`config.mk`:
```
export PLATFORM = sky130hd
export DESIGN_NAME = periodic_limit_timer
export DESIGN_NICKNAME = d
export VERILOG_FILES = /design/src/rtl/tmr_pkg.sv /design/src/rtl/tmr_prescale.sv /design/src/rtl/tmr_count_core.sv /design/src/rtl/tmr_regif.sv /design/src/rtl/periodic_limit_timer.sv
export SDC_FILE = /design/constraint.sdc
export NUM_CORES = 1
export LEC_CHECK = 0
export ABC_AREA = 1
export BUFFER_PORTS_ARGS = -buffer_cell sky130_fd_sc_hd__buf_2
export CAP_MARGIN = 20
export CORE_MARGIN = 2
export CORE_UTILIZATION = 50
export DETAILED_ROUTE_END_ITERATION = 7
export GPL_ROUTABILITY_DRIVEN = 0
export PLACE_DENSITY = 0.73
export SLEW_MARGIN = 20
export SYNTH_ARGS = -nofsm -noshare
export SYNTH_HDL_FRONTEND = slang
export SYNTH_SLANG_ARGS = --single-unit
export TNS_END_PERCENT = 100
```
`constraint.sdc`:
```
create_clock -name clk -period 3.4 [get_ports clk]
set_input_delay 0.68 -clock clk [delete_from_list [all_inputs] [get_ports clk]]
set_output_delay 0.68 -clock clk [all_outputs]
set_load 0.01 [all_outputs]
```
`src/rtl/tmr_pkg.sv`:
```
package tmr_pkg;
   // word addresses whose meaning the block decodes
   localparam int unsigned A_LIMIT_RESTART = 0;
   localparam int unsigned A_COUNT         = 1;
   localparam int unsigned A_LIMIT_KEEP    = 2;

   // derive the tick divide ratio from clock frequency and tick period
   function automatic longint unsigned tick_ratio(longint unsigned clk_khz,
                                                  longint unsigned tick_ns);
      return (clk_khz * tick_ns) / 64'd1000000;
   endfunction
endpackage

```
`src/rtl/tmr_prescale.sv`:
```
module tmr_prescale #(
   parameter int unsigned DIV = 50
) (
   input  logic clk,
   input  logic rst,
   input  logic restart,
   output logic tick
);
   generate
      if (DIV < 1) begin : g_bad_div
         $error("tmr_prescale: DIV must be at least 1");
      end
      if (DIV == 1) begin : g_every_clock
         // every clock is a tick except the one that restarts the phase
         assign tick = !restart;
      end else begin : g_divider
         localparam int unsigned PW = $clog2(DIV);
         localparam logic [PW-1:0] LAST = PW'(DIV - 1);
         logic [PW-1:0] phase_q;
         assign tick = (phase_q == LAST) && !restart;
         always_ff @(posedge clk) begin
            if (rst || restart) begin
               phase_q <= '0;
            end else if (phase_q == LAST) begin
               phase_q <= '0;
            end else begin
               phase_q <= phase_q + 1'b1;
            end
         end
      end
   endgenerate
endmodule

```
`src/rtl/tmr_count_core.sv`:
```
module tmr_count_core #(
   parameter int unsigned CNT_W = 22
) (
   input  logic             clk,
   input  logic             rst,
   input  logic             tick,
   input  logic             load_restart,
   input  logic             load_keep,
   input  logic [CNT_W-1:0] lim_in,
   input  logic             ack,
   output logic [CNT_W-1:0] count,
   output logic [CNT_W-1:0] limit,
   output logic             reached,
   output logic             irq
);
   logic [CNT_W-1:0] cnt_q, lim_q, eff_lim, nxt;
   logic             rch_q, irq_q, reach;

   // a zero limit means run to the top of the range
   assign eff_lim = (lim_q == '0) ? {CNT_W{1'b1}} : lim_q;
   assign nxt     = (cnt_q == eff_lim) ? '0 : cnt_q + 1'b1;
   assign reach   = tick && !load_restart && (nxt == eff_lim);

   always_ff @(posedge clk) begin
      if (rst) begin
         cnt_q <= '0;
         lim_q <= '0;
         rch_q <= 1'b0;
         irq_q <= 1'b0;
      end else begin
         if (load_restart || load_keep) lim_q <= lim_in;

         if (load_restart)   cnt_q <= '0;
         else if (tick)      cnt_q <= nxt;

         if (reach)          rch_q <= 1'b1;
         else if (ack)       rch_q <= 1'b0;

         if (reach)                     irq_q <= 1'b1;
         else if (ack || load_restart)  irq_q <= 1'b0;
      end
   end

   assign count   = cnt_q;
   assign limit   = lim_q;
   assign reached = rch_q;
   assign irq     = irq_q;
endmodule

```
`src/rtl/tmr_regif.sv`:
```
module tmr_regif
   import tmr_pkg::*;
#(
   parameter int unsigned ADDR_W  = 3,
   parameter int unsigned DATA_W  = 32,
   parameter int unsigned CNT_W   = 22,
   parameter int unsigned CNT_LSB = 9
) (
   input  logic [ADDR_W-1:0] reg_addr,
   input  logic              reg_rd,
   input  logic              reg_wr,
   input  logic [DATA_W-1:0] reg_wdata,
   input  logic [CNT_W-1:0]  count,
   input  logic [CNT_W-1:0]  limit,
   input  logic              reached,
   output logic              load_restart,
   output logic              load_keep,
   output logic              ack,
   output logic [CNT_W-1:0]  lim_in,
   output logic [DATA_W-1:0] reg_rdata
);
   localparam int unsigned TOP = CNT_LSB + CNT_W;

   logic sel_lim, sel_cnt, sel_keep;
   assign sel_lim  = (reg_addr == ADDR_W'(A_LIMIT_RESTART));
   assign sel_cnt  = (reg_addr == ADDR_W'(A_COUNT));
   assign sel_keep = (reg_addr == ADDR_W'(A_LIMIT_KEEP));

   assign load_restart = reg_wr && sel_lim;
   assign load_keep    = reg_wr && sel_keep;
   assign ack          = reg_rd && sel_lim;
   assign lim_in       = reg_wdata[TOP-1:CNT_LSB];

   // bits outside the limit field are dropped by the mask
   logic unused_wbits;
   assign unused_wbits = ^{reg_wdata[DATA_W-1:TOP], reg_wdata[CNT_LSB-1:0]};

   always_comb begin
      reg_rdata = '0;
      if (reg_rd && sel_lim) begin
         reg_rdata[TOP-1:CNT_LSB] = limit;
      end else if (reg_rd && sel_cnt) begin
         reg_rdata[TOP-1:CNT_LSB] = count;
         reg_rdata[DATA_W-1]      = reached;
      end
   end
endmodule

```
`src/rtl/periodic_limit_timer.sv`:
```
module periodic_limit_timer
   import tmr_pkg::*;
#(
   parameter int unsigned CLK_KHZ = 100000,
   parameter int unsigned TICK_NS = 500,
   parameter int unsigned ADDR_W  = 3,
   parameter int unsigned DATA_W  = 32,
   parameter int unsigned CNT_W   = 22,
   parameter int unsigned CNT_LSB = 9
) (
   input  logic              clk,
   input  logic              rst,
   input  logic [ADDR_W-1:0] reg_addr,
   input  logic              reg_rd,
   input  logic              reg_wr,
   input  logic [DATA_W-1:0] reg_wdata,
   output logic [DATA_W-1:0] reg_rdata,
   output logic              irq
);
   localparam int unsigned TICK_DIV = int'(tick_ratio(CLK_KHZ, TICK_NS));

   generate
      if (TICK_DIV < 1) begin : g_bad_tick
         $error("periodic_limit_timer: tick period shorter than one clock");
      end
      if (CNT_LSB < 1 || CNT_W < 2 || CNT_LSB + CNT_W > DATA_W - 1) begin : g_bad_field
         $error("periodic_limit_timer: count field does not fit below the flag bit");
      end
      if (ADDR_W < 2) begin : g_bad_addr
         $error("periodic_limit_timer: address must reach word 2");
      end
   endgenerate

   logic             tick_w, load_restart_w, load_keep_w, ack_w, rch_w;
   logic [CNT_W-1:0] cnt_w, lim_w, lim_in_w;

   tmr_prescale #(.DIV(TICK_DIV)) u_pre (
      .clk     (clk),
      .rst     (rst),
      .restart (load_restart_w),
      .tick    (tick_w)
   );

   tmr_count_core #(.CNT_W(CNT_W)) u_core (
      .clk          (clk),
      .rst          (rst),
      .tick         (tick_w),
      .load_restart (load_restart_w),
      .load_keep    (load_keep_w),
      .lim_in       (lim_in_w),
      .ack          (ack_w),
      .count        (cnt_w),
      .limit        (lim_w),
      .reached      (rch_w),
      .irq          (irq)
   );

   tmr_regif #(
      .ADDR_W (ADDR_W),
      .DATA_W (DATA_W),
      .CNT_W  (CNT_W),
      .CNT_LSB(CNT_LSB)
   ) u_regs (
      .reg_addr     (reg_addr),
      .reg_rd       (reg_rd),
      .reg_wr       (reg_wr),
      .reg_wdata    (reg_wdata),
      .count        (cnt_w),
      .limit        (lim_w),
      .reached      (rch_w),
      .load_restart (load_restart_w),
      .load_keep    (load_keep_w),
      .ack          (ack_w),
      .lim_in       (lim_in_w),
      .reg_rdata    (reg_rdata)
   );
endmodule

```
## After elaboration in Yosys (flattened, before gate mapping)

Cells that the tools add are included.

- Reduce and logical (&&, ||, !) cells: 17
- Mux-type cells: 9
- Add/subtract/negate cells: 2
- Equality and inequality tests: 5

Operators by type and width:

| kind | count |
|---|---|
| $mux W22 | 3 |
| $eq A22 B22 Y1 | 2 |
| $mux W23 | 1 |
| $add A22 B1 Y22 const B | 1 |
| $logic_not A22 Y1 | 1 |
| $logic_and A1 B1 Y1 | 7 |
| $add A6 B1 Y6 const B | 1 |
| $eq A6 B6 Y1 const B | 1 |
| $mux W1 | 5 |
| $reduce_bool A2 Y1 | 2 |
| $reduce_or A2 Y1 | 2 |
| $eq A3 B1 Y1 const B | 1 |
| $eq A3 B2 Y1 const B | 1 |
| $logic_not A3 Y1 | 1 |
| $logic_or A1 B1 Y1 | 3 |
| $logic_not A1 Y1 | 1 |

- Word-level logic and storage cells: 38
- Bits in registers: 52
- Output and inout bits: 33

## Depth between registers and ports, before layout

Gate-level depths: netlist (run 1).

- Depth in word-level cells: 7
- Depth in mapped cells: 21
- Gate-level depth less buffers: 19

## Hierarchy

A second synthesis (run 1) with hierarchy kept.

- Cell total of the unflattened synthesis: 681
- Area, all modules: 4156.5 um2

Modules (own cells, without submodules):

| module | area an instance (um2) | cells each | seq. area each (um2) | times used |
|---|---|---|---|---|
| tmr_count_core | 3178.0 | 527 | 920.9 | 1 |
| tmr_regif | 703.2 | 120 | 0.0 | 1 |
| tmr_prescale | 275.3 | 34 | 120.1 | 1 |

## Worst setup path after synthesis (run 1)

OpenSTA, ideal clock, no wires.

- Path type: flip-flop to flip-flop
- From: register u_core.cnt_q[0] (netlist: u_core.count[0])
- To: register u_core.irq_q (netlist: u_core.irq)
- Period minus slack after synthesis: 2.164 ns
- Data required time: 3.341 ns
- Stages on the path, launching flop included: 19
- Data arrival time: 2.105 ns
- Setup slack: 1.236 ns
- Path buffers: 0
- Cell sequence: dfxtp_1 > ha_1 > nand2_1 > nor2_2 > nand3_1 > nor2_1 > nand3_1 > nor2_2 > nand2_2 > nor2_1 > xor2_1 > nand2_1 > nand2_1 > nand2_1 > nor2_1 > nand2_1 > nor2_1 > nand3_1 > nand2_1

- Cells in the longest elaborated chain, start to end: 5
- Elaborated cells on any way between the ends: 7
- Those cells by class: add/sub: 1; eq/ne: 2; mux: 2; reduce/logical: 2

Ends and longest elaborated chain:

| item | RTL line | RTL |
|---|---|---|
| start, declared | tmr_count_core.sv:16 | `logic [CNT_W-1:0] cnt_q, lim_q, eff_lim, nxt;` |
| start signal, assigned | tmr_count_core.sv:34 | `else if (tick) cnt_q <= nxt;` |
| $add A22 B1 Y22 / $eq A22 B22 Y1 (equally long branches) | tmr_count_core.sv:21 | `assign nxt = (cnt_q == eff_lim) ? '0 : cnt_q + 1'b1;` |
| $mux W22 (*) | tmr_count_core.sv:21 |  |
| $eq A22 B22 Y1 (*) | tmr_count_core.sv:22 | `assign reach = tick && !load_restart && (nxt == eff_lim);` |
| $logic_and A1 B1 Y1 (*) | tmr_count_core.sv:22 |  |
| $mux W1 / $reduce_bool A2 Y1 (equally long branches) | - |  |
| end signal, assigned | tmr_count_core.sv:29 | `irq_q <= 1'b0;` |
| end signal, assigned | tmr_count_core.sv:39 | `if (reach) irq_q <= 1'b1;` |
| end signal, assigned | tmr_count_core.sv:40 | `else if (ack \|\| load_restart) irq_q <= 1'b0;` |
| end, declared | tmr_count_core.sv:17 | `logic rch_q, irq_q, reach;` |

Every way passes the cells marked *; elsewhere a longest branch is shown, timed or not.
A chain may end at the register's enable or synchronous reset.

## Worst setup path after layout (run 1)

- From: register u_core.lim_q[14] (netlist: u_core.limit[14])
- To: register u_core.irq_q (netlist: u_core.irq)

- Cells in the longest elaborated chain, start to end: 7
- Elaborated cells on any way between the ends: 8
- Those cells by class: eq/ne: 2; mux: 3; reduce/logical: 3

Ends and longest elaborated chain:

| item | RTL line | RTL |
|---|---|---|
| start, declared | tmr_count_core.sv:16 |  |
| start signal, assigned | tmr_count_core.sv:31 | `if (load_restart \|\| load_keep) lim_q <= lim_in;` |
| $logic_not A22 Y1 | tmr_count_core.sv:20 | `assign eff_lim = (lim_q == '0) ? {CNT_W{1'b1}} : lim_q;` |
| $mux W22 (*) | tmr_count_core.sv:20 |  |
| $eq A22 B22 Y1 | tmr_count_core.sv:21 |  |
| $mux W22 | tmr_count_core.sv:21 |  |
| $eq A22 B22 Y1 (*) | tmr_count_core.sv:22 |  |
| $logic_and A1 B1 Y1 (*) | tmr_count_core.sv:22 |  |
| $mux W1 / $reduce_bool A2 Y1 (equally long branches) | - |  |

Marks and branches as above.

==> flow_summary.ini, run 1 <==
[die]
dieArea_mm2 = 0.00809
coreArea_mm2 = 0.00721
start_util = 0.512
dieHeight_um = 90.0
io_pins = 72
rows = 31
die_w_um = 90.0

[clock_tree]
cts_root_buf = clkbuf_8
cts-buffers-inserted = 5
clk_pin_slew_ns = 0.11
cts_tree = yes
cts_num_sinks = 52
clk_path_buf_depth = 2
postCtsHoldBufs = 0
cts_setup_buffers = 0
htreeDepth = 2
cts_resized = 0
clk_latency_ns = 0.32

[synthesis]
syn_area_per_cell_um2 = 6.14
synthTopCellsByArea = dfxtp_1 (28%), nand2_1 (17%), inv_1 (7.4%), a21oi_1 (6.1%), o21ai_0 (6.1%)
syn_inst = 602
yosys_warnings = 0
synth_largest_type_area_fraction = 0.282
synthFlopType = dfxtp_1
synth-edff-count = 0
syn_area_mm2 = 0.00369
ys_ff_latch = 52
yosysSeqAreaShare = 0.282
synth.distinct_cells = 28
synth_top_area_cell = dfxtp_1
synth-async-reset-ratio = 0

[layout]
syn_to_final_growth_pct = 9.42
layout_commonest_cell = nand2_1
drive_above_1_share = 0.139
insertedDiodeCount = 0
most-common-layout-cells = nand2_1 (168), inv_1 (73), nor2_1 (52), buf_2 (52), dfxtp_1 (52)
nets = 683
nFillCells = 727

[drt]
route.detailed.drc = 0
num_vias = 3955
drtAntennaViolNets = 0
viasPerCell = 5.34
dr.pass1.iters = 5
detail_route.wl_per_cell_um = 13.8
drtIter0Drc = 328
wl_um = 10200

[global_route]
overflow = 0
grt_busiest_layer = met2
antenna_found_initial = 0
groute.usage.overall = 0.252
grt_max_degree = 45
grt_pass1_vias = 3592
grt_pass1_wl_um = 16800
use_met3 = 0.0436
grtUsageMet2 = 0.422
use_met1 = 0.331

[worst_setup_path]
end_kind = flop
r2r-end = u_core.irq
startpoint = u_core.limit[14]
rr_startpoint = u_core.limit[14]
worstPathRequired_ns = 3.66
rr_worst_depth = 20
cp_max_fo = 43
r2r_setup_slack_ns = 0.39
worstPathArrival_ns = 3.28
path_class = flop to flop
worst_setup_path_start_kind = flop

[timing]
holdWs_ns = 0.479
skew_ns = 0.0138
tightest_slew_ns = 0.817
rsz0062_at_grt = no
finalHoldViolations = 0
fmax_mhz = 332
period_needed_ns = 3.01
period_share = 0.886
setup_violations = 0
setup_tns_ns = 0
maxSlewViolCount = 0
slew_headroom = 0.455

[placement]
dp_hpwl_um = 7450
numPortBuffers = 52

[min_path]
min_to = u_core.reached
whs_path_depth = 2
hp-start = u_core.reached
hold_path.class = flop to flop

[power]
ir_drop_uv = 213
power_density_mw_per_mm2 = 338
power_leakage_nw = 1.96

[run_status]
status = complete, no violations

[job]
drv_cap = 0
## worst max-delay path by stage
stage                       to  slack (ns)  cells past startpoint
floorplan           u_core.irq        1.24                     18
global placement    u_core.irq        0.58                     20
detailed placement  u_core.irq        0.50                     20
CTS                 u_core.irq        0.47                     20
global route        u_core.irq        0.14                     20
finish              u_core.irq        0.39                     20
## metrics by stage
| step | instance area, µm² | instances | power (mW) | utilization | setup slack [ns] |
|---|---|---|---|---|---|
| floorplan | 3720 | 610 | 0.910 | - | 1.24 |
| global placement | 3950 | 733 | 0.966 | 0.547 | 0.577 |
| detailed placement | 3950 | 733 | 0.973 | 0.547 | 0.503 |
| CTS | 4040 | 741 | 1.36 | 0.560 | 0.473 |
| global route | 4040 | 741 | 1.44 | 0.560 | 0.138 |
| finish | 4040 | 741 | 1.37 | 0.560 | 0.387 |
## cell type report
cell class                 count  area [µm²]  share of cell area
clock buffer                   6        82.6              0.0204
inverter                      77         289              0.0715
timing repair buffer          59         313              0.0774
sequential                    52        1040               0.258
tap                           99         124              0.0307
clock inverter                 2        13.8             0.00341
multi-input combinational    446        2180               0.539
## report_power, final
group	internal [mW]	switching [mW]	total, mW	leakage [nW]
Sequential	0.625	0.00902	0.634	0.422
Combinational	0.109	0.221	0.330	1.49
Clock	0.167	0.234	0.402	0.0516
## sequential cells by signal, summed over array words and instances, names as in the netlist
register / cells
u_core.irq: 1
u_core.count: 22
u_core.reached: 1
u_core.limit: 22
u_pre.g_divider.phase_q: 6
## cells by family after synthesis
group,count (synthesis),synth area share
fa+ha+maj,3,0.0102
other cells,1,0.00102
xor+xnor,19,0.0451
buf+inv,112,0.138
flops,52,0.282
compound gates,113,0.161
simple gates,302,0.362
## synthesized netlist by cell type, drive strengths merged (2+ instances only)
cell type / n
nand4: 5
dfxtp: 52
inv: 77
nor2: 61
nor4: 2
nand2: 170
nand3b: 16
xor2: 19
ha: 3
nor3: 6
or2: 2
buf: 18
a21oi: 45
o22ai: 22
clkbuf: 17
o21ai: 45
nand3: 39
## worst max-delay path, stage by stage (launching register included)
cell and delay (ns):
dfxtp_1 0.32, nor2_1 0.13, nand2_1 0.08, nor2_2 0.21, nand3_4 0.44, nand2_1 0.27, nand2_1 0.07, nand2_1 0.11
nor2_1 0.06, nand2_1 0.07, nor2_2 0.06, nand3_4 0.06, buf_4 0.28, nand2_1 0.13, nand2_1 0.09, nand2_1 0.05
nor2_1 0.10, nand2_1 0.07, nor2_1 0.12, nand3_1 0.14, nand2_1 0.08
## metal layers
layer,wire length (µm),up-vias
met3,755,23
li1,-,1992
met2,4680,179
met5,0,-
met4,284,0
met1,4480,1761
No activity file was read; power rests on OpenSTA's default activity.
==> run 2: changes to the inputs <==
--- a/config.mk
+++ b/config.mk
@@ -12,7 +12,7 @@
 export CORE_UTILIZATION = 50
 export DETAILED_ROUTE_END_ITERATION = 7
 export GPL_ROUTABILITY_DRIVEN = 0
-export PLACE_DENSITY = 0.73
+export PLACE_DENSITY = 0.76
 export SLEW_MARGIN = 20
 export SYNTH_ARGS = -nofsm -noshare
 export SYNTH_HDL_FRONTEND = slang
==> constraint.sdc (replaced) <==
create_clock -name clk -period 2.55 [get_ports clk]
set_input_delay 0.51 -clock clk [delete_from_list [all_inputs] [get_ports clk]]
set_output_delay 0.51 -clock clk [all_outputs]
set_load 0.01 [all_outputs]
==> run 2 against run 1 <==
Against the previous run:
- clock skew is 0.0065 ns lower
- highest routed layer unchanged
- sequential power is 34% higher
- total power up 41%
- worst hold slack got worse by 0.0039 ns
- clock power grew 47%
- setup slack worse by 0.38 ns
- largest cell class unchanged
- largest power group unchanged
- critical path depth is 1 lower
- routed wire length increased by 4.5%
- die area stayed put
- sequential cell count did not move
==> flow_summary.ini, run 2 (same netlist as run 1, synthesis figures left out) <==
[timing]
maxSlewViolCount = 0
period_share = 0.999
holdWs_ns = 0.476
finalHoldViolations = 0
slew_headroom = 0.493
period_needed_ns = 2.55
setup_tns_ns = 0
tightest_slew_ns = 0.760
setup_slack_ns = 0.00233
skew_ns = 0.00735
rsz0062_at_grt = yes
setup_violations = 0
fmax_mhz = 393

[drt]
viasPerCell = 5.39
drtIter0Drc = 387
route.detailed.drc = 0
wl_um = 10700
dr.pass1.iters = 5
detail_route.wl_per_cell_um = 14.2
num_vias = 4051
drtAntennaViolNets = 0

[worst_setup_path]
path_class = flop to flop
end_kind = flop
worstPathRequired_ns = 2.81
r2r_setup_slack_ns = 0.002
worstPathArrival_ns = 2.80
worst_setup_path_start_kind = flop
cp_max_fo = 22
rr_worst_depth = 19

[die]
coreArea_mm2 = 0.00721
die_w_um = 90.0
dieHeight_um = 90.0
start_util = 0.512
dieArea_mm2 = 0.00809
io_pins = 72
rows = 31

[clock_tree]
htreeDepth = 2
postCtsHoldBufs = 0
cts-buffers-inserted = 5
cts_root_buf = clkbuf_8
clk_pin_slew_ns = 0.10
clk_path_buf_depth = 2
clk_latency_ns = 0.31
cts_num_sinks = 52
cts_tree = yes

[global_route]
groute.usage.overall = 0.253
overflow = 0
grt_pass1_vias = 3619
grt_max_degree = 45
grt_pass1_wl_um = 16900
use_met3 = 0.0302
antenna_found_initial = 0
grtUsageMet2 = 0.423
use_met1 = 0.340
grt_busiest_layer = met2

[placement]
dp_hpwl_um = 7520
dpl_worst_slack_ns = 0.0342
dp_cells = 741
placed_area_mm2 = 0.00403
numPortBuffers = 52

[job]
drv_cap = 0

[run_status]
status = complete, no violations

[min_path]
whs_path_depth = 1
hold_path.class = flop to flop

[power]
power_leakage_nw = 2.05
fin_total_pwr_mw = 1.93
ir_drop_uv = 293
power_density_mw_per_mm2 = 454

[layout]
most-common-layout-cells = nand2_1 (167), inv_1 (73), buf_2 (52)
layout_commonest_cell = nand2_1
fin_cells = 752
syn_to_final_growth_pct = 15.0
drive_above_1_share = 0.178
fin_util = 0.589
nets = 694
insertedDiodeCount = 0
final_cell_area_mm2 = 0.00425
## run 2: cell types whose count changed in the layout (fill, tap and decap cells not counted), sizes merged
cell / change
buf: +10
bufinv: +1
clkbuf: +1
clkinv: -1
## run 2: cell type report
class	count	area, µm²
multi-input cells	446	2230
fillers	713	2970
clock buffers	6	72.6
flip-flops and latches	52	1050
repair buffers	70	445
well taps	99	124
inverters	77	289
clock inverters	2	38.8
## run 2: worst paths after layout
path,endpoint,from
setup reg to reg,u_core.irq,u_core.limit[18]
hold reg to reg,u_pre.g_divider.phase_q[0],u_pre.g_divider.phase_q[0]
hold / removal,u_pre.g_divider.phase_q[0],u_pre.g_divider.phase_q[0]
setup / recovery,u_core.irq,u_core.limit[18]
## run 2: worst max-delay path, stage by stage (launching register included)
cell      delay, ns
dfxtp_2        0.34
nor2_1         0.12
nand2_2        0.07
nor2_4         0.15
nand3_4        0.13
buf_12         0.19
nand2_2        0.09
inv_2          0.04
nand2_1        0.05
nand4_1        0.13
nor2_2         0.18
nand3_4        0.12
buf_12         0.18
nand3b_1       0.11
nand2_1        0.08
nor2_1         0.12
nand2_1        0.07
nor2_1         0.09
nand3_1        0.14
nand2_1        0.10
## run 2: what timing repair did
action	4_1_cts	5_1_grt
pin swaps	0	9
buffers inserted	0	1
endpoints found under the setup margin	1	2
cloned	0	2
resized for setup	1	22
## run 2: per-layer routing
layer / wire, µm / part of all wire
met1: 4500 / 0.42
met2: 5030 / 0.47
met3: 881 / 0.083
met4: 259 / 0.024
met5: 0 / 0
## run 2: report_power, final
group | internal [mW] | leakage [nW] | switching, mW
combinational | 0.174 | 1.57 | 0.316
sequential | 0.833 | 0.425 | 0.0133
clock | 0.297 | 0.0558 | 0.294
total | 1.31 | 2.05 | 0.624
==> run 3: changes to the inputs <==
==> constraint.sdc (replaced) <==
create_clock -name clk -period 2.2 [get_ports clk]
set_input_delay 0.44 -clock clk [delete_from_list [all_inputs] [get_ports clk]]
set_output_delay 0.44 -clock clk [all_outputs]
set_load 0.01 [all_outputs]
==> run 3 against run 2 <==
Against the previous run:
- the flow now finishes with violations (setup timing)
- register-to-register slack got worse by 0.35 ns
- total power rose by 22%
- critical path depth is the same
- die area did not move
- cell area increased by 11%
- routed wire length rose by 6.4%
- via count grew 7.4%
- first-iteration DRC count decreased by 19%
- fmax is essentially flat
- worst hold slack worse by 0.069 ns
- sequential power grew 16%
- highest routed layer unchanged
==> flow_summary.ini, run 3 (same netlist as run 1, synthesis figures left out) <==
[die]
dieHeight_um = 90.0
dieArea_mm2 = 0.00809
start_util = 0.512
die_w_um = 90.0
io_pins = 72
coreArea_mm2 = 0.00721
rows = 31

[drt]
route.met2.wl_um = 5400
top_layer = met4
met1_length_um = 4810
route.detailed.drc = 0
dr.pass1.iters = 6
detail_route.wl_per_cell_um = 13.9
drtIter0Drc = 313
num_vias = 4352
viasPerCell = 5.33
wl_um = 11300
drtAntennaViolNets = 0
met3_wirelength_um = 827

[layout]
fin_util = 0.655
syn_to_final_growth_pct = 28.0
layout_commonest_cell = nand2_1
nets = 759
drive_above_1_share = 0.252
most-common-layout-cells = nand2_1 (167), buf_4 (81), inv_1 (73)
final_cell_area_mm2 = 0.00473
fin_cells = 817
insertedDiodeCount = 0

[clock_tree]
clk_path_buf_depth = 2
cts_tree = yes
htreeDepth = 2
clk_pin_slew_ns = 0.10
postCtsHoldBufs = 0
clk_latency_ns = 0.31
cts_num_sinks = 52
cts-buffers-inserted = 5
cts_root_buf = clkbuf_8

[power]
intPower_mw = 1.60
power_density_mw_per_mm2 = 497
power_frac_clock = 0.304
comb_power_share = 0.278
p_sw_frac = 0.318
sequentialPowerShare = 0.418
ir_drop_uv = 464
power_leakage_nw = 2.35
power_switching_mw = 0.747

[placement]
dp_hpwl_um = 8310
dp_cells = 808
placed_area_mm2 = 0.00453
dpl_worst_slack_ns = -0.347
numPortBuffers = 52

[worst_setup_path]
startpoint = u_core.limit[21]
cp_max_fo = 43
worst_setup_path_start_kind = flop
worstPathArrival_ns = 2.81
path_class = flop to flop
rr_startpoint = u_core.limit[21]
worstPathRequired_ns = 2.46
end_kind = flop
cp_cell_sequence = nor2_1, nand2_1, nor2_4, nand3_4, buf_12, nand3_1, nand2_1, nor2_1, nand2_1, nor2_2, nand3_4, buf_12, nand3b_1, nand2_1, nor2_2, nand2_1, nor2_2, nand3_2, nand2_1
crit_family = simple AND/OR/NAND/NOR gates
path_buf_inv = 2
crit_slowest_cell = dfxtp_1
slowest_delay_ns = 0.33
crit_path_frequent_cell = nand2_1

[timing]
tightest_slew_ns = 0.809
rsz0062_at_grt = yes
period_share = 1.16
finalHoldViolations = 0
period_needed_ns = 2.55
setup_slack_ns = -0.349
setup_tns_ns = -0.693
slew_headroom = 0.460
fmax_mhz = 392
maxSlewViolCount = 0
skew_ns = 0.0107
setup_violations = 3

[min_path]
hp-start = reg_wdata[30]
hold_path.class = input port to flop

[global_route]
groute.usage.overall = 0.279
antenna_found_initial = 0
grt_max_degree = 45
grt_pass1_vias = 4013
grt_pass1_wl_um = 18500
overflow = 0

[job]
drv_cap = 0

[run_status]
violations = setup timing
status = finished with violations
==> run 3: cell types whose count changed in the layout (fill, tap and decap cells not counted), moves of 2 or more <==
| cell | change |
|---|---|
| dfxtp_2 | -3 |
| buf_4 | +68 |
| buf_6 | -2 |
| dfxtp_1 | +4 |
| nand3_1 | -2 |
| nand3_2 | +2 |
==> run 3: power groups by stage <==
stage                     logic [mW]  clock network (mW)  registers [mW]
after floorplan                0.407                   0           0.999
after global placement         0.596                   0            1.00
after detailed placement       0.613                   0            1.00
after CTS                      0.624               0.721           0.981
after global routing           0.719               0.771           0.985
final                          0.654               0.715           0.982
==> run 3: final cells by class <==
type                       count  area, µm²
fill                         663       2490
clock buffer                   6       82.6
sequential                    52       1040
multi-input combinational    446       2240
timing repair buffer         135        908
inverter                      77        289
clock inverter                 2       38.8
tap                           99        124
==> run 3: routing by layer <==
metal / vias to the layer above / track usage
met5: - / 0
met4: 0 / 0.0987
met3: 31 / 0.0503
met2: 185 / 0.479
met1: 1986 / 0.351
li1: 2150 / -
==> run 3: tightest hold or removal path: stages <==
cell	delay, ns
buf_2	0.07
o21ai_0	0.07
a21oi_1	0.11
==> run 3: worst paths after layout <==
kind | endpoint | slack (ns) | cells past startpoint
setup reg to reg | u_core.irq | -0.35 | 19
hold / removal | u_core.limit[21] | 0.41 | 3
hold reg to reg | u_core.irq | 0.49 | 2
setup / recovery | u_core.irq | -0.35 | 19
==> run 3: repair_timing <==
action | in CTS | in global routing
hold endpoints to repair | 0 | 0
resized for setup | 5 | 15
pin swaps | 4 | 4
buffers inserted | 0 | 1
gates cloned | 0 | 0
endpoints found under the setup margin | 10 | 24
==> run 3: through the flow <==
step / hold slack [ns] / total power [mW]
final: 0.406 / 2.35
after CTS: 0.410 / 2.33
after detailed placement: 0.473 / 1.62
after floorplan: 0.433 / 1.41
after global routing: 0.403 / 2.48
after global placement: 0.445 / 1.60
